File: config.mk
export PLATFORM = sky130hd
export DESIGN_NAME = ddr_pwrup_seq
export DESIGN_NICKNAME = d
export VERILOG_FILES = /design/src/rtl/ddr_pwrup_pkg.sv /design/src/rtl/ddr_bank_offset.sv /design/src/rtl/ddr_wait_timer.sv /design/src/rtl/ddr_pwrup_steps.sv /design/src/rtl/ddr_pwrup_seq.sv
export SDC_FILE = /design/constraint.sdc
export NUM_CORES = 1
export LEC_CHECK = 0
export CORE_ASPECT_RATIO = 2
export CORE_UTILIZATION = 57
export CTS_CLUSTER_SIZE = 30
export DETAILED_ROUTE_END_ITERATION = 10
export HOLD_SLACK_MARGIN = 0.05
export MAX_ROUTING_LAYER = met4
export PLACE_DENSITY = 0.85
export SYNTH_ARGS = -nofsm -noshare
export SYNTH_HDL_FRONTEND = slang
export SYNTH_SLANG_ARGS = --single-unit
File: constraint.sdc
create_clock -name clk -period 4.9 [get_ports clk]
set_input_delay 0.49 -clock clk [delete_from_list [all_inputs] [get_ports clk]]
set_output_delay 0.49 -clock clk [all_outputs]
set_load 0.005 [all_outputs]
File: src/rtl/ddr_pwrup_pkg.sv
package ddr_pwrup_pkg;

   typedef enum logic [2:0] {
      OP_NOP     = 3'd0,
      OP_PRE_ALL = 3'd1,
      OP_MRS     = 3'd2,
      OP_EMRS    = 3'd3,
      OP_REF     = 3'd4,
      OP_ZQCAL   = 3'd5,
      OP_NORMAL  = 3'd6
   } op_e;

   typedef enum logic [1:0] {
      WT_NONE     = 2'd0,
      WT_PWR_DDR2 = 2'd1,
      WT_PWR_DDR3 = 2'd2,
      WT_DLL      = 2'd3
   } wait_e;

   typedef struct packed {
      op_e        op;
      logic [1:0] bank;
      logic       dll_rst;
      logic       ocd_dflt;
      wait_e      wsel;
      logic       last;
   } step_t;

   localparam int STEP_IDX_W = 4;

endpackage

File: src/rtl/ddr_bank_offset.sv
module ddr_bank_offset #(
   parameter int COL_W    = 2,
   parameter int ROW_W    = 2,
   parameter int OFF_W    = 5,
   parameter int COL_BASE = 9,
   parameter int ROW_BASE = 11
) (
   input  logic [COL_W-1:0] col,
   input  logic [ROW_W-1:0] row,
   input  logic             interleave,
   input  logic             wide_bus,
   output logic [OFF_W-1:0] offset
);
   localparam int MAX_OFF = (2**COL_W - 1) + COL_BASE + (2**ROW_W - 1) + ROW_BASE + 2;

   generate
      if (MAX_OFF >= 2**OFF_W) begin : g_bad_off_w
         $error("ddr_bank_offset: OFF_W too narrow for the largest offset");
      end
      if (COL_W < 1 || ROW_W < 1) begin : g_bad_fields
         $error("ddr_bank_offset: field widths must be positive");
      end
   endgenerate

   logic [OFF_W-1:0] col_term;
   logic [OFF_W-1:0] row_term;
   logic [OFF_W-1:0] bus_term;

   always_comb begin
      col_term = OFF_W'(col) + OFF_W'(COL_BASE);
      row_term = interleave ? '0 : (OFF_W'(row) + OFF_W'(ROW_BASE));
      bus_term = wide_bus ? OFF_W'(2) : OFF_W'(1);
      offset   = col_term + row_term + bus_term;
   end

endmodule

File: src/rtl/ddr_wait_timer.sv
module ddr_wait_timer #(
   parameter int CNT_W = 9
) (
   input  logic             clk,
   input  logic             rst,
   input  logic             load,
   input  logic [CNT_W-1:0] load_val,
   output logic             expired,
   output logic             running
);
   generate
      if (CNT_W < 1) begin : g_bad_cnt_w
         $error("ddr_wait_timer: CNT_W must be positive");
      end
   endgenerate

   logic [CNT_W-1:0] cnt_q;
   logic             run_q;

   always_ff @(posedge clk) begin
      if (rst) begin
         cnt_q <= '0;
         run_q <= 1'b0;
      end else if (load) begin
         cnt_q <= load_val;
         run_q <= 1'b1;
      end else if (run_q) begin
         if (cnt_q == '0) run_q <= 1'b0;
         else             cnt_q <= cnt_q - 1'b1;
      end
   end

   assign expired = run_q && (cnt_q == '0);
   assign running = run_q;

   // a running count that has not reached zero keeps running
   p_count_holds_r6: assert property (@(posedge clk) disable iff (rst)
      (run_q && !expired && !load) |=> run_q);

   // a pause ends exactly one cycle after it expires
   p_expire_stops_r6: assert property (@(posedge clk) disable iff (rst)
      (expired && !load) |=> !run_q);

endmodule

File: src/rtl/ddr_pwrup_steps.sv
module ddr_pwrup_steps
   import ddr_pwrup_pkg::*;
#(
   parameter int IDX_W = STEP_IDX_W
) (
   input  logic             mem_ddr3,
   input  logic [IDX_W-1:0] idx,
   output step_t            step
);
   generate
      if (IDX_W < 4) begin : g_bad_idx_w
         $error("ddr_pwrup_steps: IDX_W must hold 15 steps");
      end
   endgenerate

   function automatic step_t mk_cmd(op_e o, logic [1:0] b, logic d, logic oc, logic l);
      step_t s;
      s.op       = o;
      s.bank     = b;
      s.dll_rst  = d;
      s.ocd_dflt = oc;
      s.wsel     = WT_NONE;
      s.last     = l;
      return s;
   endfunction

   function automatic step_t mk_pause(wait_e w);
      step_t s;
      s.op       = OP_NOP;
      s.bank     = 2'd0;
      s.dll_rst  = 1'b0;
      s.ocd_dflt = 1'b0;
      s.wsel     = w;
      s.last     = 1'b0;
      return s;
   endfunction

   step_t ddr2_step;
   step_t ddr3_step;

   always_comb begin
      case (idx)
         IDX_W'(0):  ddr2_step = mk_cmd(OP_NOP, 2'd0, 1'b0, 1'b0, 1'b0);
         IDX_W'(1):  ddr2_step = mk_pause(WT_PWR_DDR2);
         IDX_W'(2):  ddr2_step = mk_cmd(OP_NOP, 2'd0, 1'b0, 1'b0, 1'b0);
         IDX_W'(3):  ddr2_step = mk_cmd(OP_PRE_ALL, 2'd0, 1'b0, 1'b0, 1'b0);
         IDX_W'(4):  ddr2_step = mk_cmd(OP_EMRS, 2'd2, 1'b0, 1'b0, 1'b0);
         IDX_W'(5):  ddr2_step = mk_cmd(OP_EMRS, 2'd3, 1'b0, 1'b0, 1'b0);
         IDX_W'(6):  ddr2_step = mk_cmd(OP_EMRS, 2'd1, 1'b0, 1'b0, 1'b0);
         IDX_W'(7):  ddr2_step = mk_cmd(OP_MRS, 2'd0, 1'b1, 1'b0, 1'b0);
         IDX_W'(8):  ddr2_step = mk_cmd(OP_PRE_ALL, 2'd0, 1'b0, 1'b0, 1'b0);
         IDX_W'(9):  ddr2_step = mk_cmd(OP_REF, 2'd0, 1'b0, 1'b0, 1'b0);
         IDX_W'(10): ddr2_step = mk_cmd(OP_REF, 2'd0, 1'b0, 1'b0, 1'b0);
         IDX_W'(11): ddr2_step = mk_cmd(OP_MRS, 2'd0, 1'b0, 1'b0, 1'b0);
         IDX_W'(12): ddr2_step = mk_cmd(OP_EMRS, 2'd1, 1'b0, 1'b1, 1'b0);
         IDX_W'(13): ddr2_step = mk_cmd(OP_EMRS, 2'd1, 1'b0, 1'b0, 1'b0);
         default:    ddr2_step = mk_cmd(OP_NORMAL, 2'd0, 1'b0, 1'b0, 1'b1);
      endcase
   end

   always_comb begin
      case (idx)
         IDX_W'(0): ddr3_step = mk_cmd(OP_NOP, 2'd0, 1'b0, 1'b0, 1'b0);
         IDX_W'(1): ddr3_step = mk_pause(WT_PWR_DDR3);
         IDX_W'(2): ddr3_step = mk_cmd(OP_NOP, 2'd0, 1'b0, 1'b0, 1'b0);
         IDX_W'(3): ddr3_step = mk_cmd(OP_EMRS, 2'd2, 1'b0, 1'b0, 1'b0);
         IDX_W'(4): ddr3_step = mk_cmd(OP_EMRS, 2'd3, 1'b0, 1'b0, 1'b0);
         IDX_W'(5): ddr3_step = mk_cmd(OP_EMRS, 2'd1, 1'b0, 1'b0, 1'b0);
         IDX_W'(6): ddr3_step = mk_cmd(OP_MRS, 2'd0, 1'b1, 1'b0, 1'b0);
         IDX_W'(7): ddr3_step = mk_pause(WT_DLL);
         IDX_W'(8): ddr3_step = mk_cmd(OP_ZQCAL, 2'd0, 1'b0, 1'b0, 1'b0);
         default:   ddr3_step = mk_cmd(OP_NORMAL, 2'd0, 1'b0, 1'b0, 1'b1);
      endcase
   end

   assign step = mem_ddr3 ? ddr3_step : ddr2_step;

endmodule

File: src/rtl/ddr_pwrup_seq.sv
module ddr_pwrup_seq
   import ddr_pwrup_pkg::*;
#(
   parameter int CLK_MHZ     = 200,
   parameter int DDR2_PWR_US = 200,
   parameter int DDR3_PWR_US = 500,
   parameter int DLL_US      = 50,
   parameter int COL_W       = 2,
   parameter int ROW_W       = 2,
   parameter int ADDR_W      = 32
) (
   input  logic              clk,
   input  logic              rst,
   input  logic              start,
   input  logic              mem_ddr3,
   input  logic [COL_W-1:0]  cfg_col,
   input  logic [ROW_W-1:0]  cfg_row,
   input  logic              cfg_interleave,
   input  logic              cfg_wide_bus,
   output logic              cmd_valid,
   input  logic              cmd_ready,
   output logic [2:0]        cmd_op,
   output logic [1:0]        cmd_bank,
   output logic [ADDR_W-1:0] cmd_addr,
   output logic              cmd_dll_reset,
   output logic              cmd_ocd_default,
   output logic              busy,
   output logic              init_done
);
   localparam int DDR2_CYC = DDR2_PWR_US * CLK_MHZ;
   localparam int DDR3_CYC = DDR3_PWR_US * CLK_MHZ;
   localparam int DLL_CYC  = DLL_US * CLK_MHZ;
   localparam int MAX_CYC  = (DDR2_CYC > DDR3_CYC) ?
                             ((DDR2_CYC > DLL_CYC) ? DDR2_CYC : DLL_CYC) :
                             ((DDR3_CYC > DLL_CYC) ? DDR3_CYC : DLL_CYC);
   localparam int CNT_W    = (MAX_CYC > 1) ? $clog2(MAX_CYC) : 1;
   localparam int OFF_W    = $clog2(ADDR_W);
   localparam int MAX_OFF  = (2**COL_W - 1) + 9 + (2**ROW_W - 1) + 11 + 2;

   generate
      if (CLK_MHZ < 1) begin : g_bad_clk
         $error("ddr_pwrup_seq: CLK_MHZ must be at least 1");
      end
      if (DDR2_CYC < 1 || DDR3_CYC < 1 || DLL_CYC < 1) begin : g_bad_pause
         $error("ddr_pwrup_seq: every pause must last at least one cycle");
      end
      if (ADDR_W < MAX_OFF + 2) begin : g_bad_addr_w
         $error("ddr_pwrup_seq: ADDR_W cannot hold a bank at the largest offset");
      end
   endgenerate

   typedef enum logic [2:0] {
      S_IDLE = 3'd0,
      S_STEP = 3'd1,
      S_CMD  = 3'd2,
      S_WAIT = 3'd3,
      S_DONE = 3'd4
   } state_e;

   state_e                state_q;
   logic [STEP_IDX_W-1:0] idx_q;
   logic                  ddr3_q;
   logic [COL_W-1:0]      col_q;
   logic [ROW_W-1:0]      row_q;
   logic                  inter_q;
   logic                  wide_q;

   step_t                 step;
   logic [OFF_W-1:0]      bank_pos;
   logic                  t_load;
   logic [CNT_W-1:0]      t_val;
   logic                  t_expired;
   logic                  t_running;
   logic                  accept;

   ddr_pwrup_steps #(.IDX_W(STEP_IDX_W)) u_steps (
      .mem_ddr3 (ddr3_q),
      .idx      (idx_q),
      .step     (step)
   );

   ddr_bank_offset #(
      .COL_W    (COL_W),
      .ROW_W    (ROW_W),
      .OFF_W    (OFF_W),
      .COL_BASE (9),
      .ROW_BASE (11)
   ) u_offset (
      .col        (col_q),
      .row        (row_q),
      .interleave (inter_q),
      .wide_bus   (wide_q),
      .offset     (bank_pos)
   );

   always_comb begin
      case (step.wsel)
         WT_PWR_DDR2: t_val = CNT_W'(DDR2_CYC - 1);
         WT_PWR_DDR3: t_val = CNT_W'(DDR3_CYC - 1);
         WT_DLL:      t_val = CNT_W'(DLL_CYC - 1);
         default:     t_val = '0;
      endcase
   end

   assign t_load = (state_q == S_STEP) && (step.wsel != WT_NONE);

   ddr_wait_timer #(.CNT_W(CNT_W)) u_timer (
      .clk      (clk),
      .rst      (rst),
      .load     (t_load),
      .load_val (t_val),
      .expired  (t_expired),
      .running  (t_running)
   );

   assign accept = (state_q == S_CMD) && cmd_ready;

   always_ff @(posedge clk) begin
      if (rst) begin
         state_q <= S_IDLE;
         idx_q   <= '0;
         ddr3_q  <= 1'b0;
         col_q   <= '0;
         row_q   <= '0;
         inter_q <= 1'b0;
         wide_q  <= 1'b0;
      end else begin
         case (state_q)
            S_IDLE: if (start) begin
               state_q <= S_STEP;
               idx_q   <= '0;
               ddr3_q  <= mem_ddr3;
               col_q   <= cfg_col;
               row_q   <= cfg_row;
               inter_q <= cfg_interleave;
               wide_q  <= cfg_wide_bus;
            end
            S_STEP: state_q <= (step.wsel != WT_NONE) ? S_WAIT : S_CMD;
            S_CMD: if (cmd_ready) begin
               if (step.last) state_q <= S_DONE;
               else begin
                  state_q <= S_STEP;
                  idx_q   <= idx_q + 1'b1;
               end
            end
            S_WAIT: if (t_expired) begin
               state_q <= S_STEP;
               idx_q   <= idx_q + 1'b1;
            end
            default: state_q <= S_DONE;
         endcase
      end
   end

   logic [ADDR_W-1:0] bank_ext;
   assign bank_ext = {{(ADDR_W-2){1'b0}}, step.bank};

   always_comb begin
      cmd_valid       = (state_q == S_CMD);
      cmd_op          = cmd_valid ? step.op : OP_NOP;
      cmd_bank        = cmd_valid ? step.bank : 2'd0;
      cmd_addr        = cmd_valid ? (bank_ext << bank_pos) : '0;
      cmd_dll_reset   = cmd_valid && step.dll_rst;
      cmd_ocd_default = cmd_valid && step.ocd_dflt;
      busy            = (state_q == S_STEP) || (state_q == S_CMD) || (state_q == S_WAIT);
      init_done       = (state_q == S_DONE);
   end

   // a stalled command is held unchanged
   p_hold_r7: assert property (@(posedge clk) disable iff (rst)
      (cmd_valid && !cmd_ready) |=> (cmd_valid && $stable(cmd_op) &&
                                     $stable(cmd_bank) && $stable(cmd_addr)));

   // one command at a time, valid drops after each accept
   p_one_outstanding_r7: assert property (@(posedge clk) disable iff (rst)
      (cmd_valid && cmd_ready) |=> !cmd_valid);

   // done is sticky until reset
   p_done_sticky_r9: assert property (@(posedge clk) disable iff (rst)
      init_done |=> init_done);

   // done follows the acceptance of the normal-mode command
   p_done_after_normal_r9: assert property (@(posedge clk) disable iff (rst)
      $rose(init_done) |-> $past(cmd_valid && cmd_ready && (cmd_op == 3'd6)));

   // every extended mode-register command names a non-zero bank
   p_emrs_bank_r3: assert property (@(posedge clk) disable iff (rst)
      (cmd_valid && (cmd_op == 3'd3)) |-> (cmd_bank != 2'd0));

   // no command appears outside a running sequence
   p_quiet_when_idle_r10: assert property (@(posedge clk) disable iff (rst)
      !busy |-> !cmd_valid);

   // no command is presented while a pause is counting
   p_no_cmd_in_pause_r6: assert property (@(posedge clk) disable iff (rst)
      t_running |-> !cmd_valid);

   // a start during a run does not disturb the pending command
   p_start_ignored_r10: assert property (@(posedge clk) disable iff (rst)
      (start && cmd_valid && !cmd_ready) |=> (cmd_valid && $stable(cmd_addr)));

   // calibration-default and DLL-reset flags are never set together
   p_flags_exclusive_r8: assert property (@(posedge clk) disable iff (rst)
      !(cmd_dll_reset && cmd_ocd_default));

   logic unused_accept;
   assign unused_accept = accept;

endmodule

# Word-level counts from Yosys, hierarchy flattened
# Memory sizes are Yosys's and may differ from the RTL's. A register that Yosys moved wholly into a read port is not among the register bits.
# Cells that the tools add are included.
op_classes:
  add_sub_neg: 6
  n_eq_ne: 12
  shift: 1
  mux: 28
  reduce_logical: 15
op_table:
  columns: ["op", "count"]
  rows:
  - ["$mux W17", 3]
  - ["$pmux W17 S3", 1]
  - ["$mux W32", 1]
  - ["$mux W4", 8]
  - ["$shl A2 B5 Y32", 1]
  - ["$logic_not A17 Y1", 1]
  - ["$sub A17 B1 Y17 const B", 1]
  - ["$mux W3", 5]
  - ["$pmux W3 S4", 1]
  - ["$pmux W4 S3", 1]
  - ["$add A2 B4 Y5 const B", 2]
  - ["$add A5 B5 Y5", 2]
  - ["$mux W10", 1]
  - ["$ne A2 B2 Y1 const B", 4]
  - ["$eq A3 B2 Y1 const B", 2]
  - ["$mux W5", 1]
  - ["$reduce_and A5 Y1", 1]
  - ["$add A4 B1 Y4 const B", 1]
  - ["$eq A2 B2 Y1 const B", 2]
  - ["$logic_and A1 B1 Y1", 4]
  - ["$mux W1", 4]
  - ["$mux W2", 2]
  - ["$reduce_and A2 Y1", 2]
  - ["$reduce_bool A2 Y1", 2]
  - ["other kinds (8)", 9]
totals:
  ff_bits: 32
  mem_bits_ro: 288
  inputBits: 11
  output_inout_bits: 42
  wordCells: 73
  memories: 2
mem_list:
  columns: ["name", "words", "word_bits", "rd", "rd_ports_with_merged_regs", "wr", "line_no", "rtl"]
  rows:
  - ["(name not given)", 16, 9, 1, 1, 0, "ddr_pwrup_steps.sv:62", "case (idx)"]
  - ["(name not given)", 16, 9, 1, 1, 0, "ddr_pwrup_steps.sv:42", "case (idx)"]

# Depth between registers and ports, before layout
depth:
  word_depth: 6
  ltp_mapped: 12

# Hierarchy
# A second synthesis with hierarchy kept.
unflattened:
  cells_unflattened: 351
  hier_area_um2: 2827.7
by_module_without_submodules:
  columns: ["mod", "n_inst", "cells_per_inst", "area_each_um2", "seq_area_each_um2"]
  rows:
  - ["ddr_wait_timer", 1, 128, 1137.3, 360.3]
  - ["ddr_pwrup_seq", 1, 153, 1132.3, 280.3]
  - ["ddr_pwrup_steps", 1, 45, 362.8, 0.0]
  - ["ddr_bank_offset", 1, 25, 195.2, 0.0]

# Least setup slack after synthesis
# Ideal clock, no wire load.
synth_path:
  path_kind: "register to output"
  start: "register row_q[0]"
  end: "output port cmd_addr[16]"
  t_arrival_ns: 2.837
  required_ns: 4.410
  setup_slack_ns: 1.573
  path_stages_with_launch: 11
  path_cell_list: "dfxtp_1 > inv_1 > ha_1 > or2_2 > fa_1 > inv_1 > fa_1 > a211oi_1 > nor2b_1 > nand2_1 > o31ai_1"
synth_via:
  elab_chain_cells: 6
synth_lines:
  columns: ["item", "line_no", "rtl"]
  rows:
  - ["start, declared", "ddr_pwrup_seq.sv:64", "logic [ROW_W-1:0] row_q;"]
  - ["start signal, assigned", "ddr_pwrup_seq.sv:134", "row_q <= cfg_row;"]
  - ["$add A2 B4 Y5", "ddr_bank_offset.sv:31", "row_term = interleave ? '0 : (OFF_W'(row) + OFF_W'(ROW_BASE));"]
  - ["$mux W5", "ddr_bank_offset.sv:31", null]
  - ["$add A5 B5 Y5 (2 in a row)", "ddr_bank_offset.sv:33", "offset = col_term + row_term + bus_term;"]
  - ["$shl A2 B5 Y32", "ddr_pwrup_seq.sv:162", "cmd_addr = cmd_valid ? (bank_ext << bank_pos) : '0;"]
  - ["$mux W32", "ddr_pwrup_seq.sv:162", null]
  - ["end, declared", "ddr_pwrup_seq.sv:24", "output logic [ADDR_W-1:0] cmd_addr,"]
# No other way between the ends.

# Worst setup path after layout
# Same ends and word-level chain as after synthesis.

==> run metrics <==
Hold EP u_timer.cnt_q[14]; Pre-Repair DR Iteration Count 4; Internal between 0.5 and 0.6 mW; hold slack ~580 ps; LEAKAGE between 1 and 1.5 nW; final hold vios 0; fmax 223 MHz; Port Buf Inserts 48; gr usage total a little over a quarter; TritonCTS clock tree built; CP max FO 8; final setup violation count 0; initial antenna violation count 0; Peak VDD IR between 0.0002 and 0.00025 V; R2R Path Start ddr3_q; prevailing post-synth register cell dfxtp_1; clock root cell clkbuf_8; Final period util 91.5%; GR Overflow Total 0; first-pass GRT wire length between 10 and 15 mm; CTS buffer count 5; hold_buf cts 0; DRT iter0 DRCs 66; Clk pwr share between 20 and 30%; clock sink total 49; #FFs+latches synth 49; cell count after synthesis 369; sequential area share after synthesis between 30 and 40%; Setup Fix Bufs, Post-CTS 0; Layout area overhead 18.0%; Die Wd ~54 µm; final WL 6.67 mm; Net Sw Power roughly 0.26 mW; Clock Pin Slew Worst Setup and Hold Paths 90 ps; Cell Chain, Critical Path inv_1 > ha_1 > or2_2 > fa_1 > inv_1 > fa_1 > a211oi_1 > nor2b_1 > nand2_1 > o31ai_1 > clkdlybuf4s50_1; Multi-input gate area ~1900 µm²; I/O pins 53; die height 105 µm; YS warnings 0; WHS Path Cells 2; hold crit path type reg2reg; post-DP HPWL about 5.2 mm; mapped cell area roughly 3000 µm²; max_cap viols 0; crit-path max cell delay 540 ps; vias around 2700; Worst path slowest cell clkdlybuf4s50_1; Synth Area per Inst 8.26 µm²; Slew Limit Fails 0; commonest cells after routing, fill and taps aside 72 x nor2_1, 49 x dfxtp_1, 48 x clkdlybuf4s50_1; status finished clean; drt drc 0; Synth async-reset ratio 0%; count of cell types in the netlist just over 60; vias in the first global route between 2000 and 3000; CP startpoint kind flop; share of the synthesized area in the top cell type approximately 32%; register area 981 µm²; Worst R2R Setup Slack approximately 1700 ps; CTS resizes 0; DR vias/cell about 5.7; Core Area slightly above 5000 µm²; Fin Clk Skew around 6.7 ps; R2R cell count 8; ANT nets after route 0; leading area contributor after synthesis dfxtp_1; top cells by area, synth dfxtp_1 32%, nor2_1 8.9%, ha_1 7.4%; Worst EP arrival roughly 4000 ps; FP Rows 37; fraction of layout cells with a size suffix above 1 ~9%; worst endpoint required time ~4400 ps; worst path bufs/invs 3; Comb power frac 22.0%; Post-synth EDFFs 0; switching share of power between 30% and 40%; sequential share of power 50.2%; Initial Util roughly 59%; crit end category primary output; worst-skew pair later-pin latency about 310 ps; NumNets Final 439; worst hold start u_timer.cnt_q[14]; r2r endpoint u_steps.ddr2_step[7]; clock period minus worst slack between 4000 and 5000 ps; Pwr Total 0.836 mW; RePlAce Congestion 0.900; largest net degree at the start of global routing 24; Top delay family on crit path adder cells; worst slew pin tran slightly below 900 ps; die area ~5700 µm²; WL per Instance ~14 µm; unrepaired setup endpoints after global routing false; Setup CP Type reg2out; leading cell type in the layout, fill and taps excluded nor2_1; Clock Tree Buf Depth 2; H-Tree Depth 2; setup TNS 0 ps; Ant. Diodes 0; DP Area 3510 µm²; max_slew headroom just over 40%; design area 3600 µm²; fillers ~420; Cell Pwr Density approximately 230 nW/µm²
[worst min-delay path, cell delays in order, from the launching register on]
cell	delay, ps
dfxtp_1	340
xnor2_1	160
nor3_1	40
[layout make-up]
class,count,share of cell area [%]
clock buffer,5,1.91
multi-input combinational,279,51.9
inverter,25,3.03
sequential,49,27.3
timing repair buffer,48,13.4
tap,58,2.02
clock inverter,3,0.487
[stage by stage]
stage	util [%]	setup WS [ps]	std cells
floorplan	-	1570	372
global placement	68.3	913	459
detailed placement	68.3	806	459
CTS	70.0	453	467
global route	70.0	131	467
finish	70.0	416	467
[power by group through the flow]
| stage | clock network (mW) | logic (mW) | registers [mW] |
|---|---|---|---|
| after floorplan | 0 | 0.148 | 0.421 |
| after global routing | 0.255 | 0.207 | 0.422 |
| after global placement | 0 | 0.179 | 0.428 |
| after CTS | 0.237 | 0.184 | 0.419 |
| final | 0.232 | 0.184 | 0.420 |
| after detailed placement | 0 | 0.183 | 0.429 |
[layer usage]
metal / vias to the layer above / track usage [%] / routed length (µm)
met5: - / - / 0
met4: 0 / 11.5 / 161
met3: 13 / 3.90 / 188
met2: 54 / 47.9 / 3770
met1: 1273 / 25.2 / 2550
li1: 1322 / - / -
[synthesized netlist by cell type (all sizes together), types with 4 or more instances]
cell type  number
or4             5
clkbuf         12
nand3           9
o21ai           7
nand2          26
ha             18
nor2           72
a211oi          6
nor3           11
nor4            6
dfxtp          49
and3            4
nor2b           7
xor2            7
mux2i          11
nand2b          7
a21oi          33
buf             7
xnor2          12
inv            24
[state kept, by name, summed over array words and instances, names as in the netlist]
signal / count
inter_q: 1
state_q: 3
col_q: 2
u_steps.ddr2_step: 8
idx_q: 4
u_timer.cnt_q: 17
u_steps.ddr3_step: 9
wide_q: 1
u_timer.running: 1
row_q: 2
ddr3_q: 1
[kinds of logic (layout without fill, tap and decap cells)]
family | Yosys count | after routing | synth area share [%]
and+or+nand+nor | 161 | 161 | 27.5
AOI/OAI and AO/OA | 62 | 62 | 14.9
DFF | 49 | 49 | 32.2
buffers and inverters | 44 | 81 | 6.89
adders and majority gates | 20 | 20 | 8.70
xor gates and xnor gates | 19 | 19 | 5.46
muxes | 13 | 13 | 4.35
other | 1 | 4 | 0.123
[worst max path at each step]
stage | startpoint | end | slack (ps) | depth (start not counted)
floorplan | row_q[0] | cmd_addr[16] | 1570 | 10
global placement | row_q[0] | cmd_addr[16] | 910 | 11
detailed placement | row_q[0] | cmd_addr[16] | 810 | 11
CTS | row_q[0] | cmd_addr[16] | 450 | 11
global route | row_q[0] | cmd_addr[16] | 130 | 11
finish | row_q[0] | cmd_addr[16] | 420 | 11
(Power assumes the default switching activity.)
